File: src/rtl/jdp_pkg.sv
package jdp_pkg;
    localparam int IR_W   = 8;
    localparam int HDR_W  = 3;
    localparam int WORD_W = 32;
    localparam int SCAN_W = HDR_W + WORD_W;
    localparam int SEL_W  = 8;
    localparam int BANK_W = 4;
    localparam int APA_W  = BANK_W + 2;

    localparam logic [IR_W-1:0] IR_ABORT  = 8'hF8;
    localparam logic [IR_W-1:0] IR_DPACC  = 8'hFA;
    localparam logic [IR_W-1:0] IR_APACC  = 8'hFB;
    localparam logic [IR_W-1:0] IR_IDCODE = 8'hFE;

    localparam logic [HDR_W-1:0] ACK_WAIT = 3'b001;
    localparam logic [HDR_W-1:0] ACK_OK   = 3'b010;

    localparam int CS_ORUNDET = 0;
    localparam int CS_STKORUN = 1;
    localparam int CS_STKERR  = 5;
    localparam int CS_DBGREQ  = 28;
    localparam int CS_DBGACK  = 29;
    localparam int CS_SYSREQ  = 30;
    localparam int CS_SYSACK  = 31;

    localparam logic [1:0] DPA_CTRL  = 2'd1;
    localparam logic [1:0] DPA_SEL   = 2'd2;
    localparam logic [1:0] DPA_RDBUF = 2'd3;

    typedef enum logic [2:0] {
        SEL_BYPASS, SEL_ABORT, SEL_DPACC, SEL_APACC, SEL_IDCODE
    } dr_sel_e;

    typedef enum logic {AP_IDLE, AP_BUSY} ap_state_e;
endpackage

File: src/rtl/jdp_ir_decode.sv
module jdp_ir_decode
    import jdp_pkg::*;
(
    input  logic [IR_W-1:0] ir,
    output dr_sel_e         dsel
);
    always_comb begin
        unique case (ir)
            IR_ABORT:  dsel = SEL_ABORT;
            IR_DPACC:  dsel = SEL_DPACC;
            IR_APACC:  dsel = SEL_APACC;
            IR_IDCODE: dsel = SEL_IDCODE;
            default:   dsel = SEL_BYPASS;
        endcase
    end
endmodule

File: src/rtl/jdp_ap_fsm.sv
module jdp_ap_fsm
    import jdp_pkg::*;
(
    input  logic              clk,
    input  logic              rst_n,
    input  logic              launch,
    input  logic              abort,
    input  logic              rnw_in,
    input  logic [SEL_W-1:0]  sel_in,
    input  logic [APA_W-1:0]  addr_in,
    input  logic [WORD_W-1:0] wdata_in,
    input  logic              ap_ack,
    output logic              busy,
    output logic              ap_req,
    output logic              ap_write,
    output logic [SEL_W-1:0]  ap_sel,
    output logic [APA_W-1:0]  ap_addr,
    output logic [WORD_W-1:0] ap_wdata,
    output logic              done,
    output logic              rd_done
);
    ap_state_e state, state_nx;
    logic      rnw_q;

    always_comb begin
        state_nx = state;
        unique case (state)
            AP_IDLE: if (launch)          state_nx = AP_BUSY;
            AP_BUSY: if (abort || ap_ack) state_nx = AP_IDLE;
            default:                      state_nx = AP_IDLE;
        endcase
    end

    always_ff @(posedge clk or negedge rst_n) begin
        if (!rst_n) begin
            state    <= AP_IDLE;
            rnw_q    <= 1'b0;
            ap_sel   <= '0;
            ap_addr  <= '0;
            ap_wdata <= '0;
        end else begin
            state <= state_nx;
            if (state == AP_IDLE && launch) begin
                rnw_q    <= rnw_in;
                ap_sel   <= sel_in;
                ap_addr  <= addr_in;
                ap_wdata <= wdata_in;
            end
        end
    end

    always_comb begin
        busy     = (state == AP_BUSY);
        ap_req   = busy;
        ap_write = !rnw_q;
        done     = busy && ap_ack && !abort;
        rd_done  = done && rnw_q;
    end
endmodule

File: src/rtl/jdp_dp_regs.sv
module jdp_dp_regs
    import jdp_pkg::*;
(
    input  logic              clk,
    input  logic              rst_n,
    input  logic              dp_wr,
    input  logic              dp_rd,
    input  logic [1:0]        addr,
    input  logic [WORD_W-1:0] wdata,
    input  logic              ap_done,
    input  logic              ap_rd_done,
    input  logic              ap_err,
    input  logic [WORD_W-1:0] ap_rdata,
    input  logic              ovr_try,
    input  logic [1:0]        pwr_ack,
    output logic [WORD_W-1:0] select_q,
    output logic [WORD_W-1:0] result_q,
    output logic              sticky_any,
    output logic              dbg_req,
    output logic              sys_req
);
    logic              orundet, stk_orun, stk_err;
    logic [WORD_W-1:0] rdbuf_q, rd_val;
    logic              ctrl_vis;

    assign ctrl_vis   = (select_q[BANK_W-1:0] == '0);
    assign sticky_any = stk_orun || stk_err;

    always_comb begin
        rd_val = '0;
        unique case (addr)
            DPA_CTRL: if (ctrl_vis) begin
                rd_val[CS_ORUNDET] = orundet;
                rd_val[CS_STKORUN] = stk_orun;
                rd_val[CS_STKERR]  = stk_err;
                rd_val[CS_DBGREQ]  = dbg_req;
                rd_val[CS_DBGACK]  = pwr_ack[0];
                rd_val[CS_SYSREQ]  = sys_req;
                rd_val[CS_SYSACK]  = pwr_ack[1];
            end
            DPA_SEL:   rd_val = select_q;
            DPA_RDBUF: rd_val = rdbuf_q;
            default:   rd_val = '0;
        endcase
    end

    always_ff @(posedge clk or negedge rst_n) begin
        if (!rst_n) begin
            orundet  <= 1'b0;
            stk_orun <= 1'b0;
            stk_err  <= 1'b0;
            dbg_req  <= 1'b0;
            sys_req  <= 1'b0;
            select_q <= '0;
            rdbuf_q  <= '0;
            result_q <= '0;
        end else begin
            if (ovr_try && orundet)
                stk_orun <= 1'b1;
            else if (dp_wr && addr == DPA_CTRL && ctrl_vis && wdata[CS_STKORUN])
                stk_orun <= 1'b0;
            if (ap_done && ap_err)
                stk_err <= 1'b1;
            else if (dp_wr && addr == DPA_CTRL && ctrl_vis && wdata[CS_STKERR])
                stk_err <= 1'b0;
            if (dp_wr && addr == DPA_CTRL && ctrl_vis) begin
                orundet <= wdata[CS_ORUNDET];
                dbg_req <= wdata[CS_DBGREQ];
                sys_req <= wdata[CS_SYSREQ];
            end
            if (dp_wr && addr == DPA_SEL)
                select_q <= wdata;
            if (ap_rd_done) begin
                rdbuf_q  <= ap_rdata;
                result_q <= ap_rdata;
            end else if (dp_rd) begin
                result_q <= rd_val;
            end
        end
    end
endmodule

File: src/rtl/jdp_access.sv
module jdp_access
    import jdp_pkg::*;
#(
    parameter logic [31:0] IDCODE_VAL = 32'h1234_5679
) (
    input  logic              clk,
    input  logic              rst_n,
    input  logic [IR_W-1:0]   ir_value,
    input  logic              capture_dr,
    input  logic              shift_dr,
    input  logic              update_dr,
    input  logic              tdi,
    output logic              tdo,
    input  logic [1:0]        pwr_ack,
    output logic              dbg_pwr_req,
    output logic              sys_pwr_req,
    output logic              ap_req,
    output logic              ap_write,
    output logic [SEL_W-1:0]  ap_sel,
    output logic [APA_W-1:0]  ap_addr,
    output logic [WORD_W-1:0] ap_wdata,
    input  logic              ap_ack,
    input  logic              ap_err,
    input  logic [WORD_W-1:0] ap_rdata
);
    dr_sel_e           dsel;
    logic [SCAN_W-1:0] sr_q, sr_nx;
    logic              wait_q, acc_sel, upd_ok;
    logic              dp_wr, dp_rd, launch, abort_go, ovr_try;
    logic              busy, ap_done, ap_rd_done, sticky_any;
    logic [WORD_W-1:0] select_q, result_q;

    jdp_ir_decode u_dec (.ir(ir_value), .dsel(dsel));

    assign acc_sel  = (dsel == SEL_DPACC) || (dsel == SEL_APACC);
    assign upd_ok   = update_dr && !wait_q;
    assign dp_wr    = upd_ok && dsel == SEL_DPACC && !sr_q[0];
    assign dp_rd    = upd_ok && dsel == SEL_DPACC && sr_q[0];
    assign launch   = upd_ok && dsel == SEL_APACC && !sticky_any;
    assign abort_go = update_dr && dsel == SEL_ABORT && sr_q[HDR_W];
    assign ovr_try  = update_dr && acc_sel && wait_q;
    assign tdo      = sr_q[0];

    always_comb begin
        sr_nx = sr_q;
        if (capture_dr) begin
            unique case (dsel)
                SEL_IDCODE: sr_nx = {{HDR_W{1'b0}}, IDCODE_VAL};
                SEL_BYPASS: sr_nx = '0;
                default:    sr_nx = {result_q, busy ? ACK_WAIT : ACK_OK};
            endcase
        end else if (shift_dr) begin
            sr_nx = sr_q >> 1;
            unique case (dsel)
                SEL_IDCODE: sr_nx[WORD_W-1] = tdi;
                SEL_BYPASS: sr_nx[0]        = tdi;
                default:    sr_nx[SCAN_W-1] = tdi;
            endcase
        end
    end

    always_ff @(posedge clk or negedge rst_n) begin
        if (!rst_n) begin
            sr_q   <= '0;
            wait_q <= 1'b0;
        end else begin
            sr_q <= sr_nx;
            if (capture_dr)
                wait_q <= acc_sel && busy;
        end
    end

    jdp_ap_fsm u_fsm (
        .clk(clk), .rst_n(rst_n), .launch(launch), .abort(abort_go),
        .rnw_in(sr_q[0]), .sel_in(select_q[WORD_W-1 -: SEL_W]),
        .addr_in({select_q[2*BANK_W-1:BANK_W], sr_q[2:1]}),
        .wdata_in(sr_q[SCAN_W-1:HDR_W]), .ap_ack(ap_ack), .busy(busy),
        .ap_req(ap_req), .ap_write(ap_write), .ap_sel(ap_sel),
        .ap_addr(ap_addr), .ap_wdata(ap_wdata), .done(ap_done),
        .rd_done(ap_rd_done)
    );

    jdp_dp_regs u_regs (
        .clk(clk), .rst_n(rst_n), .dp_wr(dp_wr), .dp_rd(dp_rd),
        .addr(sr_q[2:1]), .wdata(sr_q[SCAN_W-1:HDR_W]), .ap_done(ap_done),
        .ap_rd_done(ap_rd_done), .ap_err(ap_err), .ap_rdata(ap_rdata),
        .ovr_try(ovr_try), .pwr_ack(pwr_ack), .select_q(select_q),
        .result_q(result_q), .sticky_any(sticky_any),
        .dbg_req(dbg_pwr_req), .sys_req(sys_pwr_req)
    );
endmodule

File: config.mk
export PLATFORM = sky130hd
export DESIGN_NAME = jdp_access
export DESIGN_NICKNAME = d
export VERILOG_FILES = /design/src/rtl/jdp_pkg.sv /design/src/rtl/jdp_ir_decode.sv /design/src/rtl/jdp_ap_fsm.sv /design/src/rtl/jdp_dp_regs.sv /design/src/rtl/jdp_access.sv
export SDC_FILE = /design/constraint.sdc
export NUM_CORES = 1
export LEC_CHECK = 0
export BUFFER_PORTS_ARGS = -buffer_cell sky130_fd_sc_hd__buf_2
export CAP_MARGIN = 20
export CORE_ASPECT_RATIO = 1.2
export CORE_UTILIZATION = 60
export DETAILED_ROUTE_END_ITERATION = 6
export PLACE_DENSITY = 0.84
export RECOVER_POWER = 50
export SYNTH_ARGS = -nofsm -noshare
export SYNTH_HDL_FRONTEND = slang
export SYNTH_SLANG_ARGS = --single-unit
export TNS_END_PERCENT = 5
File: constraint.sdc
create_clock -name clk -period 2.97 [get_ports clk]
set_clock_uncertainty 0.1 [all_clocks]
set_input_delay 0.1485 -clock clk [delete_from_list [all_inputs] [get_ports clk]]
set_output_delay 0.1485 -clock clk [all_outputs]
set_load 0.03 [all_outputs]
==> out/metrics.cfg, run 1 <==
[critical_path]
cp_cell_sequence=or4b_1 -> nor3_1 -> a221oi_1 -> o31ai_1 -> dlygate4sd3_1
setup.worst_path.end_class=flop
crit_required_ns=3.24
crit_arrival_ns=3.07
crit_start=sr_q[2]
cp_top_family=simple AND/OR/NAND/NOR gates
crit_slowest_cell=or4b_1
criticalPathCategory=flop to flop
worst-path-max-fanout=5
crit_path_max_incr_delay_ns=0.66
startpoint_type=flop
r2r-start=sr_q[2]
cp.buffers_inverters=1

[route]
viasPerCell=6.04
drtPass1Iterations=7
avgRoutedWirePerCell_um=20.8
num_vias=5926
wl_um=20400
initialDrtViolationCount=387
drc=19
ant_nets=0

[layout]
antenna_cells=0
num-nets-final=847
syn_to_final_growth_pct=18.8
final_cell_mix=dfrtp_1, mux2_1, clkbuf_1
mostFrequentLayoutCell=dfrtp_1
drive_above_1_share_pct=14.0
postLayoutCellArea_mm2=0.0102

[clocking]
cts_resized=0
post_cts_buffers=0
cts_buffers=17
cts.sinks=185
clock_path_buffers=2
path_clk_slew_ns=0.06
cts_tree=yes
cts_hold_buf=39
clock_latency_ns=0.43
cts_root_buffer=clkbuf_16
htree_num_levels=4

[power]
p_leak_nw=5.05
p_comb_share_pct=5.5
vdd_ir_drop_max_mv=0.386
p_clk_share_pct=45.9
powerDensity_mw_per_mm2=523
switchingPower_mw=1.12
power_frac_seq_pct=48.6
intPower_mw=4.19
swShare_pct=21.1

[floorplan]
die_h_um=133
die_area_mm2=0.0147
die_w_um=111
initial_core_util_pct=61.6
ios=101
core_area_mm2=0.0139
rows=47

[timing]
tightest_slew_ns=1.04
final_hold_viol_count=0
slew_violations=0
fmax_mhz=358
slew_headroom_pct=30.8
fin_tns_setup_ns=0
timing.final.crit_period_ns=2.80
rsz0062_at_grt=no
post-route-period-util_pct=94.1
setup_viol=0

[global_route]
grt_max_degree=88
grt_usage_pct=29.8
grt_antenna_before_repair=0
grt-ovfl-total=0
grt_pass1_vias=6359
grt_pass1_wl_um=33600

[synth]
synth_nets=717
async_reset_ff_share_pct=100
synth_cell_types=49
synth_edf_count=0
syn_inst=667
yosysWarnings=0
ys_seq_area_share_pct=54.1
avgSynthCellArea_um2=12.8
ys_seq_elements=185
synth_ff_type=dfrtp_1
synth.cell_area_mm2=0.00855

[placement]
hpwl_um=12600
place_area_mm2=0.00922
place_congestion=0.898
io_buffer_count=100

[outcome]
status=finished with violations
violations=design-rule violations

[run]
maxCapViolations=0

[worst_hold_path]
min-delay-start=tdi
hold_path_class=primary input to flop

==> cell usage after synthesis (all sizes together), types with 4 or more instances <==
| master | instances | area share, % |
|---|---|---|
| nor2 | 16 | 0.70 |
| clkbuf | 19 | 0.83 |
| nand4 | 4 | 0.37 |
| inv | 26 | 1.1 |
| nand3 | 29 | 1.7 |
| nand2 | 7 | 0.39 |
| a21oi | 9 | 0.53 |
| a21o | 13 | 1.1 |
| nor2b | 28 | 2.0 |
| dfrtp | 185 | 54 |
| o31ai | 5 | 0.44 |
| buf | 27 | 2.0 |
| mux2i | 48 | 5.6 |
| nor4b | 4 | 0.59 |
| a22oi | 8 | 0.70 |
| mux2 | 163 | 21 |
| a221oi | 4 | 0.41 |
| o21ai | 41 | 2.4 |
==> worst paths after layout <==
path | to | slack [ns] | cells past startpoint
max in group asynchronous | u_regs.result_q[28] | 1.04 | 3
setup reg to reg | u_regs.result_q[29] | 0.17 | 5
hold reg to reg | u_fsm.ap_wdata[12] | 0.39 | 1
setup / recovery | u_regs.result_q[29] | 0.17 | 5
min in group asynchronous | u_regs.result_q[24] | 0.25 | 2
hold / removal | sr_q[31] | 0.03 | 3
==> per-stage QoR <==
stage               instances  hold slack, ns  utilization, %  power, mW  setup WS [ns]
CTS                       981         0.00586            73.9       5.34          0.219
global route              981          0.0205            73.2       5.45          0.149
global placement          910           0.171            66.4       2.88          0.747
floorplan                 667          -0.247               -       2.74          0.730
finish                    981          0.0261            73.2       5.31          0.175
detailed placement        910           0.176            66.4       2.89          0.682
==> state kept, by name (all words and copies together) (netlist names), 6 cells and up <==
name / flops
u_regs.select_q: 32
sr_q: 35
u_fsm.ap_sel: 8
u_regs.rdbuf_q: 32
u_fsm.ap_wdata: 32
u_fsm.ap_addr: 6
u_regs.result_q: 32
==> cell families after synthesis <==
kind of cell	Yosys count	share of synthesized area, %
multiplexers	211	27.1
buffers and inverters	72	3.99
AO/OA/AOI/OAI	94	7.20
flip-flops	185	54.1
AND/OR/NAND/NOR	105	7.59
==> final cells by class <==
cell class              instances  area (um^2)
inverters                      26         97.6
flip-flops and latches        185         4630
repair buffers                157          991
multi-input cells             410         3580
well taps                     171          214
clock buffers                  26          509
clock inverters                 6          134
fillers                       901         3720
==> tightest hold or removal path, stage by stage <==
cell and delay, ns:
buf_2 0.13, mux2i_1 0.08, o21ai_0 0.16
==> power by group through the flow <==
| stage | logic [mW] | clock network, mW | registers (mW) |
|---|---|---|---|
| after floorplan | 0.112 | 0 | 2.62 |
| after global placement | 0.256 | 0 | 2.62 |
| after detailed placement | 0.260 | 0 | 2.63 |
| after CTS | 0.301 | 2.46 | 2.58 |
| after global routing | 0.320 | 2.55 | 2.58 |
| final | 0.293 | 2.44 | 2.58 |
==> per-layer routing <==
| metal | GRT usage, % | vias up | share of wire [%] |
|---|---|---|---|
| met5 | 0 | - | 0 |
| met4 | 12.4 | 0 | 2.3 |
| met3 | 5.68 | 36 | 5.6 |
| met2 | 49.1 | 209 | 51 |
| met1 | 38.9 | 3051 | 42 |
| li1 | - | 2630 | - |
No activity file was read; power rests on OpenSTA's default activity.
==> inputs of run 2 (changes only) <==
--- a/config.mk
+++ b/config.mk
@@ -8,9 +8,9 @@
 export BUFFER_PORTS_ARGS = -buffer_cell sky130_fd_sc_hd__buf_2
 export CAP_MARGIN = 20
 export CORE_ASPECT_RATIO = 1.2
-export CORE_UTILIZATION = 60
+export CORE_UTILIZATION = 58
 export DETAILED_ROUTE_END_ITERATION = 6
-export PLACE_DENSITY = 0.84
+export PLACE_DENSITY = 0.81
 export RECOVER_POWER = 50
 export SYNTH_ARGS = -nofsm -noshare
 export SYNTH_HDL_FRONTEND = slang
==> constraint.sdc (replaced) <==
create_clock -name clk -period 3 [get_ports clk]
set_clock_uncertainty 0.1 [all_clocks]
set_input_delay 0.15 -clock clk [delete_from_list [all_inputs] [get_ports clk]]
set_output_delay 0.15 -clock clk [all_outputs]
set_load 0.03 [all_outputs]
==> out/metrics.cfg, run 2 (synthesis gave the netlist of run 1 again) <==
[outcome]
status=finished with violations
violations=max-capacitance violations, max-slew violations

[clocking]
cts.sinks=185
htree_num_levels=4
cts_tree=yes
post_cts_buffers=0
path_clk_slew_ns=0.07
cts_buffers=17
clock_latency_ns=0.44
cts_resized=0
clock_path_buffers=2
cts_root_buffer=clkbuf_16
cts_hold_buf=40

[power]
switchingPower_mw=1.18
vdd_ir_drop_max_mv=0.403
intPower_mw=3.89
swShare_pct=23.3
powerDensity_mw_per_mm2=501
p_leak_nw=5.01
p_clk_share_pct=43.8
p_comb_share_pct=5.7
power_frac_seq_pct=50.4
p_total_mw=5.07

[floorplan]
core_area_mm2=0.0144
rows=48
die_area_mm2=0.0152
die_h_um=135
initial_core_util_pct=59.3
ios=101
die_w_um=113

[critical_path]
r2r-end=u_regs.stk_orun
crit_path_max_incr_delay_ns=0.59
crit_arrival_ns=3.05
r2r_cells=5
crit_required_ns=3.22
crit_slowest_cell=dfrtp_2
r2r-start=sr_q[1]
setup.worst_path.end_class=flop
worst-path-max-fanout=12
cp_cell_sequence=or4b_1 -> or3_4 -> o41ai_1 -> o21ai_1 -> dlygate4sd3_1
criticalPathCategory=flop to flop
r2r_slack_ns=0.17
startpoint_type=flop

[layout]
antenna_cells=0
final_cells=987
largest_reg_flops=35
syn_to_final_growth_pct=18.5
num-nets-final=849
drive_above_1_share_pct=14.3
final_cell_mix=dfrtp_1, mux2_1, clkbuf_1
top_register=sr_q
mostFrequentLayoutCell=dfrtp_1

[global_route]
grt_antenna_before_repair=0
grt_pass1_wl_um=33000
grt_pass1_vias=6157
grt-ovfl-total=0
grt_usage_pct=28.7
grt_max_degree=76

[route]
drc=0
drtPass1Iterations=6
initialDrtViolationCount=453
num_vias=5978
viasPerCell=6.06
avgRoutedWirePerCell_um=20.8
ant_nets=0
wl_um=20600

[placement]
dpl.cell_count=915
post-place-ws_ns=0.715
hpwl_um=12800
io_buffer_count=100
place_congestion=0.854

[timing]
setup_viol=0
final_hold_viol_count=0
setup_slack_ns=0.171
tightest_slew_ns=1.97
timing.final.crit_period_ns=2.83
post-route-period-util_pct=94.3
rsz0062_at_grt=no
slew_violations=75
slew_headroom_pct=-31.6
fin_tns_setup_ns=0
fmax_mhz=353
hold-worst-slack_ns=0.129

[worst_hold_path]
whs_endpoint=u_regs.result_q[31]
hold_path_class=primary input to flop
min-delay-start=pwr_ack[1]
min_delay_path_depth=4

[run]
maxCapViolations=1

==> run 2: changes by cell type in the layout (fill, tap and decap cells not counted), sizes merged <==
cell,before,now
clkbuf,77,71
clkinvlp,0,6
clkinv,2,5
bufinv,4,2
buf,67,66
dlygate4sd3,39,40
inv,26,27
==> run 2: power by group through the flow <==
stage	registers (mW)	clock network [mW]	logic, mW
after floorplan	2.60	0	0.111
after global placement	2.60	0	0.246
after detailed placement	2.60	0	0.252
after CTS	2.56	2.24	0.295
after global routing	2.56	2.35	0.317
final	2.56	2.22	0.291
==> run 2: layout make-up <==
class | count | area [um^2]
repair buffers | 159 | 1010
clock inverters | 14 | 150
clock buffers | 18 | 439
fillers | 999 | 4280
flip-flops and latches | 185 | 4630
well taps | 175 | 219
multi-input cells | 410 | 3580
inverters | 26 | 97.6
==> run 2: worst max-delay path by stage <==
stage	from	end	slack, ns	depth (start not counted)
after floorplan	sr_q[0]	u_regs.result_q[21]	0.76	6
after global placement	sr_q[1]	u_regs.dbg_req	0.78	4
after detailed placement	ir_value[7]	u_regs.select_q[30]	0.71	6
after CTS	sr_q[1]	u_regs.stk_orun	0.21	5
after global routing	sr_q[1]	u_regs.result_q[29]	0.12	5
final	sr_q[1]	u_regs.stk_orun	0.17	5
==> run 2: through the flow <==
stage / utilization [%] / cell area (um^2)
finish: 70.3 / 10100
global route: 70.3 / 10100
CTS: 70.8 / 10200
detailed placement: 63.9 / 9220
global placement: 63.9 / 9220
floorplan: - / 8550
==> run 2: worst max-delay path, delay by kind of cell, from the launching register on <==
| kind | cells | cell delay (ns) |
|---|---|---|
| compound gates | 2 | 0.49 |
| buf+inv | 1 | 0.57 |
| flops | 1 | 0.59 |
| simple gates | 2 | 0.96 |
==> run 2: routing by layer <==
| metal | up-vias | GRT usage [%] | share of wire [%] |
|---|---|---|---|
| met4 | 0 | 11.4 | 2.4 |
| li1 | 2652 | - | - |
| met1 | 3078 | 36.0 | 41 |
| met3 | 37 | 5.88 | 4.9 |
| met5 | - | 0 | 0 |
| met2 | 211 | 49.1 | 51 |
==> inputs of run 3 (changes only) <==
--- a/config.mk
+++ b/config.mk
@@ -12,6 +12,7 @@
 export DETAILED_ROUTE_END_ITERATION = 6
 export PLACE_DENSITY = 0.81
 export RECOVER_POWER = 50
+export REMOVE_ABC_BUFFERS = 1
 export SYNTH_ARGS = -nofsm -noshare
 export SYNTH_HDL_FRONTEND = slang
 export SYNTH_SLANG_ARGS = --single-unit
==> out/metrics.cfg, run 3 (synthesis gave the netlist of run 1 again) <==
[placement]
place_area_mm2=0.00921
post-place-ws_ns=0.759
place_congestion=0.884
io_buffer_count=100
hpwl_um=12500

[power]
p_comb_share_pct=5.8
swShare_pct=22.5
powerDensity_mw_per_mm2=497
vdd_ir_drop_max_mv=0.432
power_frac_seq_pct=50.9
p_clk_share_pct=43.3
intPower_mw=3.89
switchingPower_mw=1.13
p_leak_nw=5.01

[critical_path]
crit_required_ns=3.21
crit_arrival_ns=2.83
worst-path-max-fanout=5
r2r_cells=5
setup.worst_path.end_class=flop
startpoint_type=flop
r2r-start=u_regs.select_q[1]
r2r-end=u_regs.stk_orun
criticalPathCategory=flop to flop
r2r_slack_ns=0.38
crit_slowest_cell=or4b_1
cp_cell_sequence=or4b_1 -> or3_4 -> o41ai_1 -> o21ai_1 -> dlygate4sd3_1
crit_path_max_incr_delay_ns=0.60

[clocking]
cts_resized=0
cts_tree=yes
cts_root_buffer=clkbuf_16
cts.sinks=185
htree_num_levels=4
post_cts_buffers=0
clock_latency_ns=0.43
cts_buffers=17
clock_path_buffers=2
path_clk_slew_ns=0.06

[global_route]
grt_pass1_vias=6262
grt_pass1_wl_um=32200
grt_antenna_before_repair=0
grt_usage_pct=27.8
grt-ovfl-total=0
grt_max_degree=82

[route]
num_vias=5933
drtPass1Iterations=5
viasPerCell=6.03
ant_nets=0
drc=0
wl_um=19700
avgRoutedWirePerCell_um=20.1
initialDrtViolationCount=411

[timing]
setup_slack_ns=0.385
hold-worst-slack_ns=0.0473
rsz0062_at_grt=no
slew_headroom_pct=-35.5
fin_tns_setup_ns=0
tightest_slew_ns=2.03
slew_violations=120
post-route-period-util_pct=87.2
final_hold_viol_count=0
timing.final.crit_period_ns=2.62
fmax_mhz=382
setup_viol=0

[floorplan]
die_area_mm2=0.0152
initial_core_util_pct=59.3
core_area_mm2=0.0144
ios=101
die_h_um=135
die_w_um=113
rows=48

[layout]
final-seq-area_mm2=0.00463
largest_reg_flops=35
final_cell_mix=dfrtp_1, mux2_1, clkbuf_1
syn_to_final_growth_pct=18.1
multi_input_area_mm2=0.00358
num-nets-final=846
top_register=sr_q
fillCellCount=1062
mostFrequentLayoutCell=dfrtp_1
post-route-util_pct=70.1
antenna_cells=0
drive_above_1_share_pct=13.7
postLayoutCellArea_mm2=0.0101

[worst_hold_path]
min-delay-start=pwr_ack[0]
hold_path_class=primary input to flop
min_delay_path_depth=3
whs_endpoint=u_regs.result_q[29]

[run]
maxCapViolations=2

[outcome]
status=finished with violations
violations=max-capacitance violations, max-slew violations

run 3: layer usage:
| metal | GRT usage [%] | vias to the layer above | share of wire [%] |
|---|---|---|---|
| li1 | - | 2649 | - |
| met1 | 36.6 | 3046 | 43 |
| met2 | 46.8 | 207 | 50 |
| met3 | 4.76 | 31 | 5.3 |
| met4 | 10.1 | 0 | 1.7 |
| met5 | 0 | - | 0 |
run 3: worst max-delay path: cells and delay by family (launching register included):
| family | cells | cell delay (ns) |
|---|---|---|
| and+or+nand+nor | 2 | 0.99 |
| buffers and inverters | 1 | 0.57 |
| AOI/OAI and AO/OA | 2 | 0.46 |
| DFF | 1 | 0.39 |
run 3: power by group through the flow:
stage                     registers, mW  clock network, mW  logic [mW]
after detailed placement           2.60                  0       0.256
final                              2.56               2.17       0.292
after global placement             2.60                  0       0.250
after floorplan                    2.61                  0      0.0776
after global routing               2.56               2.31       0.320
after CTS                          2.55               2.21       0.295
run 3: worst max path at each step:
stage / from / to / depth (start not counted)
after floorplan: u_fsm.ap_req / u_fsm.ap_addr[0] / 3
after global placement: ir_value[7] / u_regs.select_q[22] / 6
after detailed placement: ir_value[7] / u_regs.select_q[18] / 6
after CTS: sr_q[2] / u_regs.stk_orun / 5
after global routing: capture_dr / sr_q[34] / 4
final: u_regs.select_q[1] / u_regs.stk_orun / 5
run 3: layout make-up:
class / count / area share, %
clock buffers: 21 / 4.46
clock inverters: 11 / 1.20
inverters: 26 / 0.966
multi-input cells: 410 / 35.5
flip-flops and latches: 185 / 45.8
well taps: 175 / 2.17
repair buffers: 156 / 9.92
run 3: through the flow:
stage / power, mW / instances
final: 5.02 / 984
after global routing: 5.19 / 984
after CTS: 5.06 / 984
after detailed placement: 2.86 / 913
after global placement: 2.85 / 913
after floorplan: 2.69 / 621
run 3: repair_timing:
| item | CTS | global route |
|---|---|---|
| setup endpoints to repair | 0 | 0 |
| hold buffers | 39 | 0 |
| hold endpoints to repair | 147 | 0 |
